===== config.mk =====
export PLATFORM = sky130hd
export DESIGN_NAME = dmareq_frontend
export DESIGN_NICKNAME = d
export VERILOG_FILES = /design/src/rtl/dmareq_pkg.sv /design/src/rtl/dmareq_queue.sv /design/src/rtl/dmareq_irq.sv /design/src/rtl/dmareq_done.sv /design/src/rtl/dmareq_frontend.sv
export SDC_FILE = /design/constraint.sdc
export NUM_CORES = 1
export LEC_CHECK = 0
export ABC_AREA = 1
export BUFFER_PORTS_ARGS = -buffer_cell sky130_fd_sc_hd__buf_2
export CAP_MARGIN = 20
export CORE_MARGIN = 1.5
export CORE_UTILIZATION = 34
export CTS_BUF_LIST = sky130_fd_sc_hd__clkbuf_2
export DETAILED_ROUTE_END_ITERATION = 16
export HOLD_SLACK_MARGIN = 0.15
export MAX_ROUTING_LAYER = met4
export PLACE_DENSITY_LB_ADDON = 0.15
export REMOVE_ABC_BUFFERS = 1
export SLEW_MARGIN = 10
export SYNTH_ARGS = -nofsm -noshare
export SYNTH_HDL_FRONTEND = slang
export SYNTH_HIERARCHICAL = 1
export SYNTH_SLANG_ARGS = --single-unit

===== constraint.sdc =====
create_clock -name clk -period 32 [get_ports clk]
set_input_delay 6.4 -clock clk [delete_from_list [all_inputs] [get_ports clk]]
set_output_delay 6.4 -clock clk [all_outputs]
set_load 0.01 [all_outputs]

===== src/rtl/dmareq_pkg.sv =====
package dmareq_pkg;
   localparam int ID_W = 5;
   localparam int FLG_W = 3;

   localparam logic [11:0] OFF_MASK   = 12'h080;
   localparam logic [11:0] OFF_PEND   = 12'h084;
   localparam logic [11:0] OFF_SRCEV  = 12'h088;
   localparam logic [11:0] OFF_CTRL   = 12'h400;
   localparam logic [11:0] OFF_NEXTID = 12'h404;
   localparam logic [11:0] OFF_START  = 12'h408;
   localparam logic [11:0] OFF_FLAGS  = 12'h40c;
   localparam logic [11:0] OFF_DST    = 12'h410;
   localparam logic [11:0] OFF_SRC    = 12'h414;
   localparam logic [11:0] OFF_XLEN   = 12'h418;
   localparam logic [11:0] OFF_YLEN   = 12'h41c;
   localparam logic [11:0] OFF_DSTR   = 12'h420;
   localparam logic [11:0] OFF_SSTR   = 12'h424;
   localparam logic [11:0] OFF_DONE   = 12'h428;

   localparam int EV_SOT = 0;
   localparam int EV_EOT = 1;

   localparam int CTL_EN    = 0;
   localparam int CTL_PAUSE = 1;
   localparam int CTL_SG    = 2;
endpackage


===== src/rtl/dmareq_queue.sv =====
module dmareq_queue #(
   parameter int DEPTH = 4,
   parameter int DW    = 32
) (
   input  logic          clk,
   input  logic          rst_n,
   input  logic          push,
   input  logic [DW-1:0] push_data,
   input  logic          pop,
   input  logic          flush,
   output logic [DW-1:0] head,
   output logic          empty,
   output logic          full
);
   localparam int PTR_W = (DEPTH > 1) ? $clog2(DEPTH) : 1;
   localparam int CNT_W = $clog2(DEPTH + 1);
   localparam logic [PTR_W-1:0] LAST = PTR_W'(DEPTH - 1);

   logic [DW-1:0]    mem [DEPTH];
   logic [PTR_W-1:0] wr_ptr, rd_ptr;
   logic [CNT_W-1:0] count;
   logic             do_push, do_pop;

   assign empty   = (count == '0);
   assign full    = (count == CNT_W'(DEPTH));
   assign do_push = push && !full && !flush;
   assign do_pop  = pop && !empty && !flush;
   assign head    = mem[rd_ptr];

   always_ff @(posedge clk) begin
      if (do_push) mem[wr_ptr] <= push_data;
   end

   always_ff @(posedge clk) begin
      if (!rst_n || flush) begin
         wr_ptr <= '0;
         rd_ptr <= '0;
         count  <= '0;
      end else begin
         if (do_push) wr_ptr <= (wr_ptr == LAST) ? '0 : wr_ptr + 1'b1;
         if (do_pop)  rd_ptr <= (rd_ptr == LAST) ? '0 : rd_ptr + 1'b1;
         count <= count + CNT_W'(do_push) - CNT_W'(do_pop);
      end
   end

   AST_QUEUE_NO_OVERFLOW: assert property (@(posedge clk) disable iff (!rst_n)
      count <= CNT_W'(DEPTH));
   AST_FLUSH_EMPTIES: assert property (@(posedge clk) disable iff (!rst_n)
      flush |=> empty);
endmodule


===== src/rtl/dmareq_irq.sv =====
module dmareq_irq (
   input  logic        clk,
   input  logic        rst_n,
   input  logic        sot_evt,
   input  logic        eot_evt,
   input  logic        mask_wr,
   input  logic        pend_wr,
   input  logic [1:0]  wdata,
   output logic [1:0]  mask,
   output logic [1:0]  pending,
   output logic [1:0]  source,
   output logic        irq
);
   import dmareq_pkg::*;

   logic [1:0] clr, set;

   assign clr = pend_wr ? wdata : 2'b00;
   always_comb begin
      set = 2'b00;
      set[EV_SOT] = sot_evt;
      set[EV_EOT] = eot_evt;
   end

   always_ff @(posedge clk) begin
      if (!rst_n) begin
         mask    <= 2'b11;
         pending <= 2'b00;
      end else begin
         if (mask_wr) mask <= wdata;
         pending <= (pending & ~clr) | set;
      end
   end

   assign source = pending & ~mask;
   assign irq    = |source;

   AST_SOT_PENDS: assert property (@(posedge clk) disable iff (!rst_n)
      sot_evt |=> pending[EV_SOT]);
   AST_EOT_PENDS: assert property (@(posedge clk) disable iff (!rst_n)
      eot_evt |=> pending[EV_EOT]);
endmodule


===== src/rtl/dmareq_done.sv =====
module dmareq_done (
   input  logic        clk,
   input  logic        rst_n,
   input  logic        cpl_valid,
   input  logic [4:0]  cpl_id,
   input  logic        cpl_partial,
   input  logic        rd_clear,
   output logic [31:0] done_map
);
   logic [31:0] bits_q;
   logic        part_q;
   logic [31:0] set_vec;

   assign set_vec = cpl_valid ? (32'd1 << cpl_id) : 32'd0;

   always_ff @(posedge clk) begin
      if (!rst_n) begin
         bits_q <= '0;
         part_q <= 1'b0;
      end else begin
         bits_q <= (rd_clear ? 32'd0 : bits_q) | set_vec;
         part_q <= (rd_clear ? 1'b0 : part_q) | (cpl_valid && cpl_partial);
      end
   end

   assign done_map = {bits_q[31] | part_q, bits_q[30:0]};

   AST_DONE_SETS: assert property (@(posedge clk) disable iff (!rst_n)
      cpl_valid |=> done_map[$past(cpl_id)]);
endmodule


===== src/rtl/dmareq_frontend.sv =====
module dmareq_frontend #(
   parameter int DEPTH      = 4,
   parameter int AW         = 32,
   parameter int LEN_W      = 24,
   parameter int ALIGN_BITS = 2,
   parameter bit TWO_D      = 1'b1
) (
   input  logic             clk,
   input  logic             rst_n,
   input  logic             bus_wr,
   input  logic             bus_rd,
   input  logic [11:0]      bus_addr,
   input  logic [31:0]      bus_wdata,
   output logic [31:0]      bus_rdata,
   output logic             irq,
   output logic             req_valid,
   input  logic             req_ready,
   output logic [4:0]       req_id,
   output logic [2:0]       req_flags,
   output logic [AW-1:0]    req_dst,
   output logic [AW-1:0]    req_src,
   output logic [LEN_W-1:0] req_xlen,
   output logic [LEN_W-1:0] req_ylen,
   output logic [LEN_W-1:0] req_dstride,
   output logic [LEN_W-1:0] req_sstride,
   input  logic             cpl_valid,
   input  logic [4:0]       cpl_id,
   input  logic             cpl_partial
);
   import dmareq_pkg::*;

   localparam int DW = ID_W + FLG_W + 2 * AW + 4 * LEN_W;
   localparam logic [LEN_W-1:0] LEN_ALIGN = LEN_W'((64'd1 << ALIGN_BITS) - 1);

   if (DEPTH < 1) begin : g_bad_depth
      $error("DEPTH must be at least 1");
   end
   if (AW < 1 || AW > 32) begin : g_bad_aw
      $error("AW must be 1..32");
   end
   if (LEN_W < 1 || LEN_W > 32) begin : g_bad_len
      $error("LEN_W must be 1..32");
   end
   if (ALIGN_BITS >= LEN_W) begin : g_bad_align
      $error("ALIGN_BITS must be below LEN_W");
   end

   logic [2:0]       ctrl_q;
   logic [FLG_W-1:0] flags_q;
   logic [AW-1:0]    dst_q, src_q;
   logic [LEN_W-1:0] xlen_q;
   logic [LEN_W-1:0] ylen_w, dstr_w, sstr_w;
   logic [ID_W-1:0]  next_id;

   logic wr_ctrl, wr_start, commit, abort, q_full, q_empty, q_pop;
   logic [DW-1:0] q_head;
   logic [1:0]    ev_mask, ev_pend, ev_src;
   logic [31:0]   done_map;

   assign wr_ctrl  = bus_wr && (bus_addr == OFF_CTRL);
   assign wr_start = bus_wr && (bus_addr == OFF_START) && bus_wdata[0];
   assign abort    = wr_ctrl && !bus_wdata[CTL_EN];
   assign commit   = wr_start && ctrl_q[CTL_EN] && !q_full;

   always_ff @(posedge clk) begin
      if (!rst_n) begin
         ctrl_q  <= '0;
         flags_q <= '0;
         dst_q   <= '0;
         src_q   <= '0;
         xlen_q  <= LEN_ALIGN;
         next_id <= '0;
      end else begin
         if (wr_ctrl) ctrl_q <= bus_wdata[2:0];
         if (bus_wr && bus_addr == OFF_FLAGS) flags_q <= bus_wdata[FLG_W-1:0];
         if (bus_wr && bus_addr == OFF_DST)   dst_q <= bus_wdata[AW-1:0];
         if (bus_wr && bus_addr == OFF_SRC)   src_q <= bus_wdata[AW-1:0];
         if (bus_wr && bus_addr == OFF_XLEN)  xlen_q <= bus_wdata[LEN_W-1:0] | LEN_ALIGN;
         if (commit) next_id <= next_id + 1'b1;
      end
   end

   if (TWO_D) begin : g_two_d
      logic [LEN_W-1:0] ylen_q, dstr_q, sstr_q;
      always_ff @(posedge clk) begin
         if (!rst_n) begin
            ylen_q <= '0;
            dstr_q <= '0;
            sstr_q <= '0;
         end else begin
            if (bus_wr && bus_addr == OFF_YLEN) ylen_q <= bus_wdata[LEN_W-1:0];
            if (bus_wr && bus_addr == OFF_DSTR) dstr_q <= bus_wdata[LEN_W-1:0];
            if (bus_wr && bus_addr == OFF_SSTR) sstr_q <= bus_wdata[LEN_W-1:0];
         end
      end
      assign ylen_w = ylen_q;
      assign dstr_w = dstr_q;
      assign sstr_w = sstr_q;
   end else begin : g_one_d
      assign ylen_w = '0;
      assign dstr_w = '0;
      assign sstr_w = '0;
   end

   dmareq_queue #(.DEPTH(DEPTH), .DW(DW)) u_queue (
      .clk       (clk),
      .rst_n     (rst_n),
      .push      (commit),
      .push_data ({next_id, flags_q, dst_q, src_q, xlen_q, ylen_w, dstr_w, sstr_w}),
      .pop       (q_pop),
      .flush     (abort),
      .head      (q_head),
      .empty     (q_empty),
      .full      (q_full)
   );

   assign {req_id, req_flags, req_dst, req_src,
           req_xlen, req_ylen, req_dstride, req_sstride} = q_head;
   assign req_valid = !q_empty && ctrl_q[CTL_EN] && !ctrl_q[CTL_PAUSE];
   assign q_pop     = req_valid && req_ready;

   dmareq_irq u_irq (
      .clk     (clk),
      .rst_n   (rst_n),
      .sot_evt (q_pop),
      .eot_evt (cpl_valid),
      .mask_wr (bus_wr && bus_addr == OFF_MASK),
      .pend_wr (bus_wr && bus_addr == OFF_PEND),
      .wdata   (bus_wdata[1:0]),
      .mask    (ev_mask),
      .pending (ev_pend),
      .source  (ev_src),
      .irq     (irq)
   );

   dmareq_done u_done (
      .clk         (clk),
      .rst_n       (rst_n),
      .cpl_valid   (cpl_valid),
      .cpl_id      (cpl_id),
      .cpl_partial (cpl_partial),
      .rd_clear    (bus_rd && bus_addr == OFF_DONE),
      .done_map    (done_map)
   );

   logic [31:0] rd_mux;
   always_comb begin
      case (bus_addr)
         OFF_MASK:   rd_mux = {30'd0, ev_mask};
         OFF_PEND:   rd_mux = {30'd0, ev_pend};
         OFF_SRCEV:  rd_mux = {30'd0, ev_src};
         OFF_CTRL:   rd_mux = {29'd0, ctrl_q};
         OFF_NEXTID: rd_mux = {27'd0, next_id};
         OFF_START:  rd_mux = {31'd0, q_full};
         OFF_FLAGS:  rd_mux = 32'(flags_q);
         OFF_DST:    rd_mux = 32'(dst_q);
         OFF_SRC:    rd_mux = 32'(src_q);
         OFF_XLEN:   rd_mux = 32'(xlen_q);
         OFF_YLEN:   rd_mux = 32'(ylen_w);
         OFF_DSTR:   rd_mux = 32'(dstr_w);
         OFF_SSTR:   rd_mux = 32'(sstr_w);
         OFF_DONE:   rd_mux = done_map;
         default:    rd_mux = 32'd0;
      endcase
   end

   always_ff @(posedge clk) begin
      if (!rst_n) bus_rdata <= '0;
      else if (bus_rd) bus_rdata <= rd_mux;
   end

   AST_ID_ADVANCE: assert property (@(posedge clk) disable iff (!rst_n)
      commit |=> next_id == $past(next_id) + 5'd1);
   AST_ID_HOLDS_DISABLED: assert property (@(posedge clk) disable iff (!rst_n)
      (wr_start && !ctrl_q[CTL_EN]) |=> $stable(next_id));
   AST_ABORT_SILENCES: assert property (@(posedge clk) disable iff (!rst_n)
      abort |=> !req_valid);
endmodule


==> results of run 1 <==
through the flow:
stage	total power, mW	instance area (µm²)	instances	utilization, %
finish	2.12	40400	5153	38.5
global route	2.22	40400	5150	38.5
CTS	2.15	40400	5140	38.4
detailed placement	1.32	38100	4701	36.3
global placement	1.32	38100	4701	36.3
floorplan	1.30	34800	3028	-
cells by family after synthesis:
| group | count (synthesis) |
|---|---|
| DFF | 919 |
| adders and majority gates | 9 |
| other | 1 |
| and+or+nand+nor | 1029 |
| AOI/OAI and AO/OA | 891 |
| buffers and inverters | 397 |
worst max-delay path: stages, from the launching register on:
cell,delay (ns)
dfxtp_4,0.56
inv_8,0.69
buf_4,0.89
buf_4,0.89
o21ai_0,0.19
o22ai_1,0.35
buf_2,0.21
layout make-up:
| type | instances | area share, % |
|---|---|---|
| clock buffer | 390 | 4.83 |
| multi-input combinational | 1937 | 22.5 |
| inverter | 172 | 1.64 |
| clock inverter | 49 | 0.804 |
| sequential | 919 | 62.1 |
| antenna | 12 | 0.0742 |
| timing repair buffer | 283 | 3.73 |
| tap | 1391 | 4.30 |
how the worst min path moves through the flow:
stage / startpoint / to / slack, ns
finish: g_two_d.ylen_q[6]$_SDFFE_PN0P_ / u_queue/mem[0][54]$_DFFE_PP_ / 0.45
detailed placement: ctrl_q[2]$_SDFFE_PN0N_ / ctrl_q[2]$_SDFFE_PN0N_ / 0.44
CTS: g_two_d.sstr_q[17]$_SDFFE_PN0P_ / u_queue/mem[0][17]$_DFFE_PP_ / 0.42
global route: g_two_d.sstr_q[17]$_SDFFE_PN0P_ / u_queue/mem[0][17]$_DFFE_PP_ / 0.44
floorplan: ctrl_q[2]$_SDFFE_PN0N_ / ctrl_q[2]$_SDFFE_PN0N_ / 0.42
global placement: ctrl_q[2]$_SDFFE_PN0N_ / ctrl_q[2]$_SDFFE_PN0N_ / 0.43
registers in the layout (all words and copies together) (netlist names), 22 cells and up, named ones only:
signal and flops:
dst_q 32, g_two_d.ylen_q 24, u_queue/mem 672, src_q 32
g_two_d.sstr_q 24, u_done/bits_q 32, xlen_q 22, dstr_w 24
bus_rdata 32
placed cells by master (no fill, tap or decap), types with 2 or more instances in the layout:
master,netlist,layout
nand4_1,12,12
nor2_1,614,606
o21ai_1,6,6
inv_2,13,17
nor2_8,4,4
o21ai_0,549,549
nor4_1,2,2
clkbuf_2,3,390
diode_2,0,12
nor2_4,5,12
nand2_2,6,6
o22ai_1,169,169
dfxtp_4,0,2
nor3_4,2,2
clkinv_1,2,32
buf_4,40,24
inv_1,156,153
nand2_4,1,3
clkinv_4,0,2
edfxtp_1,672,672
nand2_1,287,285
clkinv_8,0,2
nand3_1,79,79
nor2_2,4,5
bufinv_16,0,3
buf_2,54,256
clkinv_2,0,4
conb_1,1,8
inv_6,0,5
nor3_1,7,6
ha_1,8,8
dfxtp_1,247,245
a21oi_1,165,165
layer usage:
layer	vias up	track usage (%)	wire (µm)
met5	-	-	0
met4	0	6.12	2180
met3	158	4.42	5960
met2	652	31.8	51500
met1	12300	27.3	50000
li1	12200	-	-
power breakdown:
part,total [mW],switching (mW),internal (mW)
Clock,0.832,0.485,0.348
Combinational,0.0284,0.0220,0.00643
Sequential,1.26,0.000440,1.26
Total,2.12,0.507,1.61
==> reports/results.tsv, run 1 <==
stage	metric	value	unit
clocking	Bufs on Longest Clock Path	3	
setup_path	worst r2r path cells	12	
grt	initial antenna violation count	13	
drt	drt first pass iters	5	
drt	Total Wirelength	110000	µm
sta	RSZ-0062 raised after global routing	no	
yosys	sequential share of the synthesized area	69.8	%
yosys	FFs w/ async S/R, synth	0	%
place	PortBufs	257	
sta	minimum clock period	11.99	ns
clocking	CTS resizes	0	
yosys	cell taking the most area after synthesis	edfxtp_1	
yosys	post-synthesis adder-cell area fraction	0.334	%
sta	worst-margin pin slew	1.23	ns
sta	Final Hold Fails	0	
layout	nets	3610	
drt	via count	25300	
clocking	H-tree depth	4	
setup_path	Critical Path RT	25.60	ns
yosys	count leader, synth	edfxtp_1	
grt	largest net degree at the start of global routing	223	
floorplanning	Die W	328	µm
floorplanning	Die Footprint	108000	µm²
setup_path	crit path capture type	output pin	
min_path	Min-Delay Path Depth	0	
min_path	hold crit path type	reg2reg	
yosys	number of synthesized flops with an enable pin	672	
place	Detailed Place HPWL	64900	µm
power	pwr/cell area	52.4	nW/µm²
clocking	CTS clk-pin slew, worst paths	0.10	ns
sta	final number of setup-violating endpoints	0	
clocking	total CTS buffers	232	
yosys	Synth Area in Simple Gates	11.7	%
layout	area delta synth->final	12.4	%
place	gpl congestion	0.824	
yosys	cell area after synthesis	36000	µm²
floorplanning	IO Pins	258	
run	max-cap violations	0	
setup_path	reg-to-reg slack, setup	27.90	ns
layout	share of layout cells above drive strength 1	19.9	%
setup_path	Worst setup SP type	register	
setup_path	CP Max Fanout	145	
yosys	post-synthesis xor/xnor area fraction	0	%
yosys	YS warnings	6	
sta	fmax	83.4	MHz
floorplanning	core area	105000	µm²
sta	fin crit share	37.5	%
drt	Starting DRT DRC Count	1878	
yosys	syn avg cell area	11.1	µm²
sta	Final WS setup	20.01	ns
grt	vias in the first global route	24200	
setup_path	Setup CP Type	reg2out	
yosys	Synth area leaders	edfxtp_1 (56%), dfxtp_1 (14%), o21ai_0 (7.6%), nor2_1 (6.4%), nand2_1 (3.0%)	
layout	# fillers	10600	
yosys	Post-synth top cells	edfxtp_1 (672), nor2_1 (614), o21ai_0 (549)	
floorplanning	Rows	119	
floorplanning	die extent in y	328	µm
clocking	Clock Latency Late Sink	1.52	ns
setup_path	reg-to-reg critical path startpoint	u_queue/count[1]$_SDFF_PP0_	
setup_path	critical path capture point	req_src[4]	
yosys	Netlist cell types	39	
clocking	post-CTS setup buffer count	0	
floorplanning	Initial Util	34.2	%
yosys	Yosys reg bits	919	
sta	Max Slew Vio Count	0	
yosys	Post-Syn Instances	3246	
yosys	mux contribution to synthesized area	0	%
sta	Worst Hold Margin	0.449	ns
power	Peak VDD IR	28.0	µV
clocking	CTS tree	done	
drt	vias per cell	4.92	
clocking	root buf cell	clkbuf_2	
sta	clk_skew	0.0961	ns
sta	Fin Setup TNS	0	ns
drt	ANT nets after route	0	
sta	max_slew headroom	17.8	%
clocking	CTS sink cnt	919	
yosys	Synth Flop Type	edfxtp_1	
yosys	Compound-Gate Fraction of Synth Area	13.0	%
layout	Reg area	25100	µm²
layout	area of the multi-input gates	9100	µm²
setup_path	Crit path arrival time	5.59	ns
power	Leak Pwr	15.1	nW
clocking	Hold Buf Count CTS	0	
drt	DRC	0	
status	result of the run	completed	
grt	all-layer global routing usage	20.6	%
grt	total gr overflow	0	
setup_path	Worst R2R End	u_queue/mem[2][68]$_DFFE_PP_	
drt	WL/cell	21.3	µm
yosys	share of the synthesized area in the top cell type	56.1	%
yosys	largest family of logic cells by synthesized area	compound AO/OA/AOI/OAI gates	
grt	first-pass GRT wire length	160000	µm
place	Placement Setup Slack	21.48	ns
(Power assumes the default switching activity.)
==> run 2, diff against run 1 <==
clock period = 10.57 ns   (was 32 ns; I/O delays follow)
==> run 2 against run 1 <==
  * First-iteration DRC count is 6.4% lower
  * Clock skew is 0.0037 ns higher
  * Total power increased to 3.0 times the previous value
  * Non-clock buffer count up 2
  * Setup slack worse by 16 ns
  * Clock-buffer cell count is 25 lower
  * Via count increased by 0.12%
  * Highest routed layer unchanged
==> reports/results.tsv, run 2 (synthesis results as in run 1) <==
stage	metric	value	unit
clocking	CTS resizes	0	
clocking	H-tree depth	4	
layout	# fillers	10600	
setup_path	Crit path arrival time	4.63	ns
grt	initial antenna violation count	22	
sta	Max Slew Vio Count	0	
drt	vias per cell	4.93	
layout	area delta synth->final	12.3	%
floorplanning	core area	105000	µm²
grt	first-pass GRT wire length	160000	µm
sta	fin crit share	63.8	%
layout	commonest non-fill, non-tap cells in the layout	edfxtp_1 (672), nor2_1 (606), o21ai_0 (549)	
power	Sequential Power Share	60.1	%
place	Detailed Place HPWL	65100	µm
layout	Design Area, Final	40400	µm²
setup_path	crit path capture type	output pin	
sta	max_slew headroom	22.3	%
drt	DRC	0	
setup_path	Setup CP Type	reg2out	
place	placed cells	4703	
status	result of the run	completed	
power	Switching Share	23.9	%
power	internal power	4.83	mW
clocking	post-CTS setup buffer count	0	
sta	worst-margin pin slew	1.17	ns
floorplanning	Initial Util	34.2	%
grt	all-layer global routing usage	20.8	%
setup_path	cell family with most CP delay	buffers and inverters	
power	pwr/cell area	157	nW/µm²
setup_path	critical path cell sequence	buf_4, buf_4, o21ai_0, o22ai_1, buf_2	
floorplanning	Die W	328	µm
setup_path	slowest stage delay, CP	0.77	ns
setup_path	sum of buffers and inverters on the critical path	3	
clocking	CTS clk-pin slew, worst paths	0.09	ns
clocking	Bufs on Longest Clock Path	3	
sta	minimum clock period	6.74	ns
place	Placement Setup Slack	4.41	ns
layout	max reg flops	672	
layout	nets	3609	
drt	Starting DRT DRC Count	1757	
clocking	total CTS buffers	229	
clocking	Hold Buf Count CTS	0	
drt	ANT nets after route	0	
clocking	root buf cell	clkbuf_2	
drt	via count	25400	
floorplanning	die extent in y	328	µm
drt	drt first pass iters	7	
clocking	Clock Latency Late Sink	1.51	ns
grt	largest net degree at the start of global routing	199	
power	Peak VDD IR	62.4	µV
grt	vias in the first global route	24100	
power	Leak Pwr	15.0	nW
layout	commonest non-fill, non-tap cell in the layout	edfxtp_1	
min_path	hold crit path type	reg2reg	
setup_path	CP max-delay cell	buf_4	
place	placed inst area	38200	µm²
run	max-cap violations	0	
floorplanning	Rows	119	
clocking	CTS tree	done	
clocking	CTS sink cnt	919	
floorplanning	IO Pins	258	
floorplanning	Die Footprint	108000	µm²
setup_path	CP Max Fanout	76	
sta	Final Hold Fails	0	
layout	register with the most flip-flops	u_queue/mem	
setup_path	Critical Path RT	8.46	ns
setup_path	Worst setup SP type	register	
sta	final number of setup-violating endpoints	0	
layout	Non-Filler Instances	5147	
drt	WL/cell	21.5	µm
layout	share of layout cells above drive strength 1	19.4	%
sta	RSZ-0062 raised after global routing	no	
power	Final Power	6.35	mW
place	PortBufs	257	
place	gpl congestion	0.826	
power	Clk pwr share	38.5	%
power	reported net switching power	1.52	mW
sta	fmax	148	MHz
sta	Fin Setup TNS	0	ns
sta	clk_skew	0.0998	ns
setup_path	crit-path most repeated cell	buf_4	
sta	Final WS setup	3.83	ns
power	combinational share of power	1.4	%
grt	total gr overflow	0	
drt	Total Wirelength	110000	µm
run 2: cell types whose count changed in the layout (fill, tap and decap cells not counted), sizes merged:
cell / change
clkinvlp: +3
clkinv: +20
clkbuf: -25
inv: -5
diode: -1
buf: +2
run 2: routing by layer:
metal,up-vias,global-route usage (%),routed length (µm)
li1,12200,-,-
met1,12200,27.4,49800
met2,790,31.4,50800
met3,182,4.56,6970
met4,0,7.29,2840
met5,-,-,0
run 2: stage by stage:
step / util, % / hold slack, ns
after floorplan: - / 0.424
after global placement: 36.3 / 0.448
after detailed placement: 36.3 / 0.446
after CTS: 38.4 / 0.452
after global routing: 38.4 / 0.482
final: 38.4 / 0.456
run 2: path summary, 6_finish.rpt:
check,start,to,slack [ns],depth (start not counted)
setup / recovery,register,req_ylen[18],3.83,5
hold / removal,ctrl_q[2]$_SDFFE_PN0N_,ctrl_q[2]$_SDFFE_PN0N_,0.46,2
setup reg to reg,u_queue/count[1]$_SDFF_PP0_,u_queue/mem[2][40]$_DFFE_PP_,6.50,12
hold reg to reg,ctrl_q[2]$_SDFFE_PN0N_,ctrl_q[2]$_SDFFE_PN0N_,0.46,2
run 2: power groups by stage:
stage / combinational, mW / clock [mW] / sequential, mW
after floorplan: 0.0309 / 0 / 3.90
after global placement: 0.0845 / 0 / 3.90
after detailed placement: 0.0857 / 0 / 3.90
after CTS: 0.0860 / 2.54 / 3.82
after global routing: 0.0949 / 2.71 / 3.82
final: 0.0869 / 2.44 / 3.81
run 2: cell type report:
class | instances | area, µm² | area share (%)
Sequential cell | 919 | 25100 | 62.2
Multi-Input combinational cell | 1937 | 9100 | 22.5
Clock buffer | 365 | 1830 | 4.52
Tap cell | 1391 | 1740 | 4.31
Timing Repair Buffer | 285 | 1550 | 3.83
Inverter | 172 | 662 | 1.64
Clock inverter | 67 | 370 | 0.917
Antenna cell | 11 | 27.5 | 0.0681
run 2: worst register-to-register path, delay by kind of cell (launching register included):
kind | cells | cell delay (ns)
flops | 1 | 0.37
buf+inv | 5 | 1.90
simple gates | 7 | 1.31
